===== src/rtl/fpseq_pkg.sv =====
package fpseq_pkg;

    localparam int FP_W = 64;
    localparam logic [FP_W-1:0] QUIET_NAN = 64'h7FF8_0000_0000_0000;

    typedef enum logic [2:0] {
        OPC_ADD = 3'b000,
        OPC_SUB = 3'b001,
        OPC_MUL = 3'b010,
        OPC_DIV = 3'b011
    } opc_e;

    typedef struct packed {
        logic uf;
        logic of;
        logic ix;
        logic ex;
        logic iv;
    } fp_flags_t;

endpackage


===== src/rtl/fpseq_decode.sv =====
module fpseq_decode #(
    parameter int LAT_ADD = 20,
    parameter int LAT_SUB = 21,
    parameter int LAT_MUL = 24,
    parameter int LAT_DIV = 71,
    parameter int CNT_W   = 7
) (
    input  logic [2:0]       op_i,
    output logic             valid_o,
    output logic [CNT_W-1:0] load_o
);
    import fpseq_pkg::*;

    // Counter load is latency minus one: completion happens on the edge after reaching 0.
    always_comb begin
        valid_o = 1'b1;
        load_o  = '0;
        case (op_i)
            OPC_ADD: load_o = CNT_W'(LAT_ADD - 1);
            OPC_SUB: load_o = CNT_W'(LAT_SUB - 1);
            OPC_MUL: load_o = CNT_W'(LAT_MUL - 1);
            OPC_DIV: load_o = CNT_W'(LAT_DIV - 1);
            default: begin
                valid_o = 1'b0;
                load_o  = '0;
            end
        endcase
    end

endmodule


===== src/rtl/fpseq_timer.sv =====
module fpseq_timer #(
    parameter int CNT_W = 7
) (
    input  logic             clk,
    input  logic             rst,
    input  logic             load_i,
    input  logic [CNT_W-1:0] load_val_i,
    output logic             busy_o,
    output logic             done_o
);
    typedef struct packed {
        logic             busy;
        logic [CNT_W-1:0] cnt;
    } tmr_t;

    tmr_t st_d, st_q;

    assign busy_o = st_q.busy;
    assign done_o = st_q.busy && (st_q.cnt == '0);

    always_comb begin
        st_d = st_q;
        if (load_i) begin
            st_d.busy = 1'b1;
            st_d.cnt  = load_val_i;
        end else if (done_o) begin
            st_d.busy = 1'b0;
        end else if (st_q.busy) begin
            st_d.cnt = st_q.cnt - CNT_W'(1);
        end
    end

    always_ff @(posedge clk) begin
        if (rst) st_q <= '0;
        else     st_q <= st_d;
    end

    // the count steps down by one each cycle while running
    p_countdown_r3: assert property (@(posedge clk) disable iff (rst)
        (st_q.busy && st_q.cnt != '0 && !load_i) |=>
        (st_q.busy && st_q.cnt == $past(st_q.cnt) - CNT_W'(1)));

    // expiry ends the run
    p_expire_idle_r3: assert property (@(posedge clk) disable iff (rst)
        (done_o && !load_i) |=> !st_q.busy);

    // a new load never lands on a running count
    p_load_idle_r7: assert property (@(posedge clk) disable iff (rst)
        load_i |-> !st_q.busy);

endmodule


===== src/rtl/fpseq_opreg.sv =====
module fpseq_opreg #(
    parameter int DATA_W = 64
) (
    input  logic              clk,
    input  logic              rst,
    input  logic              cap_i,
    input  logic [2:0]        op_i,
    input  logic [1:0]        rnd_i,
    input  logic [DATA_W-1:0] a_i,
    input  logic [DATA_W-1:0] b_i,
    output logic [2:0]        op_o,
    output logic [1:0]        rnd_o,
    output logic [DATA_W-1:0] a_o,
    output logic [DATA_W-1:0] b_o
);
    typedef struct packed {
        logic [2:0]        op;
        logic [1:0]        rnd;
        logic [DATA_W-1:0] a;
        logic [DATA_W-1:0] b;
    } opnd_t;

    opnd_t st_d, st_q;

    always_comb begin
        st_d = st_q;
        if (cap_i) begin
            st_d.op  = op_i;
            st_d.rnd = rnd_i;
            st_d.a   = a_i;
            st_d.b   = b_i;
        end
    end

    always_ff @(posedge clk) begin
        if (rst) st_q <= '0;
        else     st_q <= st_d;
    end

    assign op_o  = st_q.op;
    assign rnd_o = st_q.rnd;
    assign a_o   = st_q.a;
    assign b_o   = st_q.b;

    // latched values move only on a capture
    p_hold_r6: assert property (@(posedge clk) disable iff (rst)
        !cap_i |=> ($stable(a_o) && $stable(b_o) && $stable(op_o) && $stable(rnd_o)));

endmodule


===== src/rtl/fp_op_sequencer.sv =====
module fp_op_sequencer #(
    parameter int DATA_W  = 64,
    parameter int LAT_ADD = 20,
    parameter int LAT_SUB = 21,
    parameter int LAT_MUL = 24,
    parameter int LAT_DIV = 71
) (
    input  logic              clk,
    input  logic              rst,
    input  logic              en,
    input  logic [2:0]        op_sel,
    input  logic [1:0]        rmode_sel,
    input  logic [DATA_W-1:0] opnd_a,
    input  logic [DATA_W-1:0] opnd_b,
    output logic              dp_start,
    output logic [2:0]        dp_op,
    output logic [1:0]        dp_rmode,
    output logic [DATA_W-1:0] dp_a,
    output logic [DATA_W-1:0] dp_b,
    input  logic [DATA_W-1:0] dp_result,
    input  logic              dp_uflow,
    input  logic              dp_oflow,
    input  logic              dp_inexact,
    input  logic              dp_except,
    input  logic              dp_invalid,
    output logic [DATA_W-1:0] result,
    output logic              ready,
    output logic              uflow,
    output logic              oflow,
    output logic              inexact,
    output logic              except_o,
    output logic              invalid
);
    import fpseq_pkg::*;

    localparam int MAX_AS  = (LAT_ADD > LAT_SUB) ? LAT_ADD : LAT_SUB;
    localparam int MAX_MD  = (LAT_MUL > LAT_DIV) ? LAT_MUL : LAT_DIV;
    localparam int MAX_LAT = (MAX_AS > MAX_MD) ? MAX_AS : MAX_MD;
    localparam int CNT_W   = $clog2(MAX_LAT + 1);
    localparam logic [DATA_W-1:0] NAN_WORD = DATA_W'(QUIET_NAN);

    typedef struct packed {
        logic              en_q;
        logic              rdy;
        logic              valid;
        logic              go;
        logic [DATA_W-1:0] res;
        fp_flags_t         flg;
    } seq_t;

    seq_t st_d, st_q;

    logic             start;
    logic             dec_valid;
    logic [CNT_W-1:0] dec_load;
    logic             t_busy;
    logic             t_done;

    assign start = en && !st_q.en_q && !t_busy;

    fpseq_decode #(
        .LAT_ADD (LAT_ADD),
        .LAT_SUB (LAT_SUB),
        .LAT_MUL (LAT_MUL),
        .LAT_DIV (LAT_DIV),
        .CNT_W   (CNT_W)
    ) u_dec (
        .op_i    (op_sel),
        .valid_o (dec_valid),
        .load_o  (dec_load)
    );

    fpseq_timer #(
        .CNT_W (CNT_W)
    ) u_tmr (
        .clk        (clk),
        .rst        (rst),
        .load_i     (start),
        .load_val_i (dec_load),
        .busy_o     (t_busy),
        .done_o     (t_done)
    );

    fpseq_opreg #(
        .DATA_W (DATA_W)
    ) u_opr (
        .clk   (clk),
        .rst   (rst),
        .cap_i (start),
        .op_i  (op_sel),
        .rnd_i (rmode_sel),
        .a_i   (opnd_a),
        .b_i   (opnd_b),
        .op_o  (dp_op),
        .rnd_o (dp_rmode),
        .a_o   (dp_a),
        .b_o   (dp_b)
    );

    always_comb begin
        st_d      = st_q;
        st_d.en_q = en;
        st_d.go   = start && dec_valid;
        if (start) begin
            st_d.rdy   = 1'b0;
            st_d.valid = dec_valid;
        end else if (t_done) begin
            st_d.rdy = 1'b1;
            if (st_q.valid) begin
                st_d.res    = dp_result;
                st_d.flg.uf = dp_uflow;
                st_d.flg.of = dp_oflow;
                st_d.flg.ix = dp_inexact;
                st_d.flg.ex = dp_except;
                st_d.flg.iv = dp_invalid;
            end else begin
                st_d.res = NAN_WORD;
                st_d.flg = '{uf: 1'b0, of: 1'b0, ix: 1'b0, ex: 1'b0, iv: 1'b1};
            end
        end
    end

    always_ff @(posedge clk) begin
        if (rst) st_q <= '0;
        else     st_q <= st_d;
    end

    assign dp_start = st_q.go;
    assign result   = st_q.res;
    assign ready    = st_q.rdy;
    assign uflow    = st_q.flg.uf;
    assign oflow    = st_q.flg.of;
    assign inexact  = st_q.flg.ix;
    assign except_o = st_q.flg.ex;
    assign invalid  = st_q.flg.iv;

    // ready falls on the start edge
    p_ready_drop_r8: assert property (@(posedge clk) disable iff (rst)
        start |=> !ready);

    // ready and outputs hold until a start
    p_ready_hold_r8: assert property (@(posedge clk) disable iff (rst)
        (ready && !start) |=> (ready && $stable(result) && $stable(invalid)));

    // unused select ends with the quiet NaN and invalid
    p_bad_op_r4: assert property (@(posedge clk) disable iff (rst)
        (t_done && !st_q.valid) |=> (result == NAN_WORD && invalid && !uflow && !oflow));

    // the datapath start is a single-cycle pulse
    p_go_single_r2: assert property (@(posedge clk) disable iff (rst)
        dp_start |=> !dp_start);

    // a start always leaves the timer running
    p_busy_after_start_r7: assert property (@(posedge clk) disable iff (rst)
        start |=> t_busy);

endmodule


===== config.mk =====
export PLATFORM = sky130hd
export DESIGN_NAME = fp_op_sequencer
export DESIGN_NICKNAME = d
export VERILOG_FILES = /design/src/rtl/fpseq_pkg.sv /design/src/rtl/fpseq_decode.sv /design/src/rtl/fpseq_timer.sv /design/src/rtl/fpseq_opreg.sv /design/src/rtl/fp_op_sequencer.sv
export SDC_FILE = /design/constraint.sdc
export NUM_CORES = 1
export LEC_CHECK = 0
export ABC_AREA = 0
export CORE_AREA = 5 5 156 158
export CTS_BUF_LIST = sky130_fd_sc_hd__clkbuf_4
export CTS_CLUSTER_DIAMETER = 100
export DETAILED_ROUTE_END_ITERATION = 10
export DIE_AREA = 0 0 161 163
export MAX_ROUTING_LAYER = met4
export PLACE_DENSITY = 0.77
export SLEW_MARGIN = 15
export SYNTH_ARGS = -nofsm -noshare
export SYNTH_HDL_FRONTEND = slang
export SYNTH_SLANG_ARGS = --single-unit

===== constraint.sdc =====
create_clock -name clk -period 2.2 [get_ports clk]
set_input_delay 0.22 -clock clk [delete_from_list [all_inputs] [get_ports clk]]
set_output_delay 0.22 -clock clk [all_outputs]
set_load 0.05 [all_outputs]

# Word-level counts from Yosys, hierarchy flattened

Index checks and enable logic that the tools add are counted.

Bits in registers: 214
Input port bits: 205
Output and inout bits: 204
Logic and storage cells: 43

Add/subtract/negate cells: 1
Equal/unequal tests: 4
Mux-type cells: 7
Bitwise logic cells: 1
Reduce and logical (&&, ||, !) cells: 14

Operators by type and width:

| cell                                                                | count |
|---|---|
| 69-bit 2-to-1 mux                                                   | 1 |
| 7-bit case mux with 4 select lines                                  | 1 |
| 7-bit 2-to-1 mux                                                    | 2 |
| 8-bit 2-to-1 mux                                                    | 1 |
| 7-bit zero test                                                     | 1 |
| 7-bit by 1-bit subtractor with 7-bit output (second input constant) | 1 |
| 3-bit by 2-bit == test with 1-bit output (second input constant)    | 2 |
| 1-bit logical AND                                                   | 4 |
| 2-bit AND reduction                                                 | 2 |
| 2-bit nonzero test                                                  | 2 |
| 4-bit OR reduction                                                  | 1 |
| 3-bit by 1-bit == test with 1-bit output (second input constant)    | 1 |
| 3-bit zero test                                                     | 1 |
| 1-bit zero test                                                     | 2 |
| 1-bit 2-to-1 mux                                                    | 2 |
| 2-bit != test (second input constant)                               | 1 |
| 2-bit OR reduction                                                  | 1 |
| 1-bit inverter                                                      | 1 |

# Longest topological paths before layout

Depth after elaboration: 5
Gate-level depth with buffers: 8
Depth with buffers taken out: 6

# Hierarchy

From an unflattened synthesis, not the netlist that was laid out.

Cells, all modules: 780
Area, all modules: 8346.8 sq um

By module, submodules not included:

| module          | instances | cells each | area an instance (sq um) | seq. area each (sq um) |
|---|---|---|---|---|
| fpseq_opreg     | 1         | 429        | 4767.1                   | 2662.6 |
| fp_op_sequencer | 1         | 277        | 2979.1                   | 1461.4 |
| fpseq_timer     | 1         | 63         | 546.8                    | 160.2 |
| fpseq_decode    | 1         | 11         | 53.8                     | 0.0 |

# Worst setup path after synthesis

No wires, ideal clock.

Path type: register to register
From: register u_tmr.st_q[0] (netlist bit)
To: register st_q (netlist bit result[41])
Setup time: 0.070 ns
Data arrival time: 1.539 ns
Data required time: 2.130 ns
Setup slack: 0.590 ns
Cell stages (with the launch flop): 9
Path buffers: 2
Period minus slack after synthesis: 1.610 ns
Path through: dfxtp_1 -> inv_1 -> ha_1 -> nor2b_1 -> nand3_1 -> buf_2 -> clkbuf_1 -> nand2_1 -> a21oi_1

Word-level cells in the longest chain between the ends: 3

Ends and longest elaborated chain:

| what                                 | line                   | text |
|---|---|---|
| start, declared                      | fpseq_timer.sv:16      | `tmr_t st_d, st_q;` |
| start signal, assigned               | fpseq_timer.sv:35      | `else st_q <= st_d;` |
| 7-bit zero test                      | fpseq_timer.sv:19      | `assign done_o = st_q.busy && (st_q.cnt == '0);` |
| 1-bit logical AND                    | fpseq_timer.sv:19      |  |
| 2-bit AND reduction (no source line) | n/a                    |  |
| end signal, assigned                 | fp_op_sequencer.sv:125 | `else st_q <= st_d;` |
| end, declared                        | fp_op_sequencer.sv:51  | `seq_t st_d, st_q;` |

No other way between the ends.
A chain may end at the register's enable or synchronous reset.

# Worst setup path in the final report

From: register u_opr.st_q (netlist bit u_opr.a_o[62])
To: output port dp_a[62]

RTL lines:

| what                   | line                  | text |
|---|---|---|
| start, declared        | fpseq_opreg.sv:23     | `opnd_t st_d, st_q;` |
| start signal, assigned | fpseq_opreg.sv:37     | `else st_q <= st_d;` |
| end, declared          | fp_op_sequencer.sv:18 | `output logic [DATA_W-1:0] dp_a,` |

No word-level cell between the ends.

==> impl_metrics.json <==
{
  "grt_pass1_wl_um": 41500,
  "grt_pass1_vias": 8173,
  "postCtsSetupRepairBufs": 0,
  "clk_latency_ns": 0.64,
  "hp-start": "opnd_b[30]",
  "pre_cts_ws_ns": 0.248,
  "slew_headroom_pct": 58.9,
  "grt_max_degree": 91,
  "grt_use_total_pct": 19.9,
  "wl_per_cell_um": 15.9,
  "ys_ff_latch": 214,
  "netlist.area_leader.share_pct": 52.6,
  "clkTransAtPathRegs_ns": 0.06,
  "start_util_pct": 35.5,
  "cts_buffers": 58,
  "synth_top_flop_cell": "dfxtp_1",
  "root_buffer": "clkbuf_4",
  "drt-total-wl_um": 26900,
  "ys_types": 36,
  "worst-r2r-cell-count": 7,
  "nets": 1575,
  "power.density_mw_per_mm2": 773,
  "timing.rr.end": "result[25]$_SDFFE_PP0P_",
  "dieArea_mm2": 0.0262,
  "rows": 56,
  "fin_crit_ns": 2.08,
  "endpoint_kind": "primary output",
  "place_congestion": 0.825,
  "cts.sinks": 214,
  "synth_area_leader_cell": "dfxtp_1",
  "cp-start-kind": "flip-flop",
  "cp_top_family": "buffers and inverters",
  "path_max_fanout": 2,
  "viasPerCell": 4.75,
  "min_to": "u_opr.b_o[30]$_SDFFE_PP0P_",
  "synthArstFlopShare_pct": 0,
  "slew_viol_final": 0,
  "min_path_cells": 3,
  "setup_ws_ns": 0.116,
  "critPathMaxStageDelay_ns": 0.88,
  "cp_slowest_cell": "clkdlybuf4s50_1",
  "vias": 8064,
  "place_hpwl_um": 19300,
  "die_w_um": 161,
  "r2r_setup_slack_ns": 0.30,
  "hold_viol": 0,
  "max_freq_mhz": 480,
  "syn_nets": 1227,
  "overflow": 0,
  "first_pass_iters": 5,
  "synth_enable_flop_cells": 0,
  "yosysWarnings": 0,
  "core_mm2": 0.0230,
  "place_area_mm2": 0.0120,
  "io_buffers": 408,
  "cp_cell_sequence": "clkdlybuf4s50_1",
  "tritoncts": "done",
  "grt_setup_unrepaired": "false",
  "maxCapViolCount": 0,
  "fin_tns_setup_ns": 0,
  "netlist_top_cells_count": "nand2_1, dfxtp_1, a21oi_1",
  "cp.required_ns": 1.98,
  "syn_area_mm2": 0.00815,
  "arrival_ns": 1.86,
  "syn_area_per_cell_um2": 7.99,
  "area_growth_pct": 56.5,
  "critical_path_class": "reg2out",
  "route.detailed.drc": 0,
  "synthCells": 1020,
  "hold_class": "in2reg",
  "cts.path.max_buffers": 3,
  "hold_slack_ns": 0.121,
  "fin_crit_sh_pct": 94.7,
  "r2r_start": "u_tmr.st_q[1]$_SDFFE_PP0P_",
  "p_leak_nw": 4.58,
  "postRouteAntennaNets": 0,
  "final_cell_area_mm2": 0.0128,
  "status": "finished, final reports clean",
  "worst_slew_pin_slew_ns": 0.615,
  "seq_area_frac_synth_pct": 52.6,
  "dieHeight_um": 163,
  "final.setup_skew_ns": 0.0406,
  "final_core_util_pct": 55.5,
  "synth_top_cells_by_area": "dfxtp_1, nand2_1, a21oi_1, buf_4, nand3_1",
  "cp_num_buf_inv": 1,
  "setup_viol": 0,
  "drive_gt1_share_pct": 8.68,
  "synth_most_common_cell": "nand2_1",
  "pin_count": 409,
  "cts_max_level": 2,
  "grt_antenna_before_repair": 2,
  "dr.first_iter.drc_count": 574,
  "ir_worst_vdd_v": 0.000458
}
-- cell families after synthesis --
group / Yosys count / share of synthesized area, %
fa+ha+maj: 2 / 0.307
compound gates: 209 / 13.4
flops: 214 / 52.6
xor+xnor: 2 / 0.215
simple gates: 446 / 23.0
buf+inv: 147 / 10.5
-- cell type report --
| class | count | area (um^2) |
|---|---|---|
| fillers | 2058 | 10200 |
| repair buffers | 430 | 4370 |
| flip-flops and latches | 214 | 4290 |
| multi-input cells | 659 | 3020 |
| clock buffers | 86 | 646 |
| well taps | 290 | 363 |
| clock inverters | 12 | 47.5 |
| inverters | 5 | 18.8 |
| diodes | 2 | 5.00 |
-- stage by stage --
stage | power, W | std cells
2_1_floorplan | 0.00568 | 1020
3_3_place_gp | 0.00660 | 1597
3_5_place_dp | 0.00663 | 1597
4_1_cts | 0.0100 | 1696
5_1_grt | 0.0104 | 1698
6_report | 0.00986 | 1698
-- cell usage in the layout, fill, tap and decap left out, types with 2 or more instances in the layout --
master	synthesis	routed
a21oi_1	196	196
buf_12	0	9
buf_4	71	11
buf_6	0	2
clkbuf_4	0	86
clkdlybuf4s50_1	0	407
clkinv_1	0	9
clkinv_2	0	2
dfxtp_1	214	213
diode_2	0	2
ha_1	2	2
inv_1	5	5
nand2_1	323	323
nand2b_1	3	3
nand3_1	58	57
nor2_1	19	19
nor2b_1	2	2
nor3_1	17	17
nor3b_1	14	13
o21ai_0	4	4
or4_1	2	2
-- sequential cells by signal (all words and copies together) (netlist names) --
name and flops:
u_opr.b_o 64, st_q 2, dp_start 1, u_tmr.busy_o 1
uflow 1, inexact 1, oflow 1, invalid 1
u_opr.rnd_o 2, ready 1, except_o 1, u_opr.op_o 3
u_opr.a_o 64, result 64, u_tmr.st_q 7
-- what timing repair did --
item / in CTS / in global routing
resized for setup: 0 / 1
endpoints found under the hold margin: 36 / 0
hold buffers: 1 / 0
setup endpoints to repair: 0 / 1
-- report_power, final --
group	switching, W	internal, W
clock	0.00156	0.00177
combinational	0.00140	0.000919
sequential	0.000123	0.00410
-- worst max path at each step --
stage                     slack [ns]                 endpoint  depth (start not counted)                  startpoint
final                           0.12                 dp_a[62]                          1  u_opr.a_o[62]$_SDFFE_PP0P_
after global routing           0.008                 dp_a[62]                          1  u_opr.a_o[62]$_SDFFE_PP0P_
after CTS                      0.002                 dp_a[62]                          1  u_opr.a_o[62]$_SDFFE_PP0P_
after detailed placement        0.25  result[25]$_SDFFE_PP0P_                          8  u_tmr.st_q[0]$_SDFFE_PP0P_
after global placement          0.33   result[8]$_SDFFE_PP0P_                          8  u_tmr.st_q[0]$_SDFFE_PP0P_
after floorplan                 0.59  result[41]$_SDFFE_PP0P_                          8  u_tmr.st_q[0]$_SDFFE_PP0P_
-- per-layer routing --
layer	vias up	part of all wire, %	track usage (%)
met2	336	49	33.8
met4	0	2.4	6.75
li1	4002	-	-
met5	-	0	-
met3	52	9.8	7.92
met1	3674	39	21.4
No activity file was read; power rests on OpenSTA's default activity.
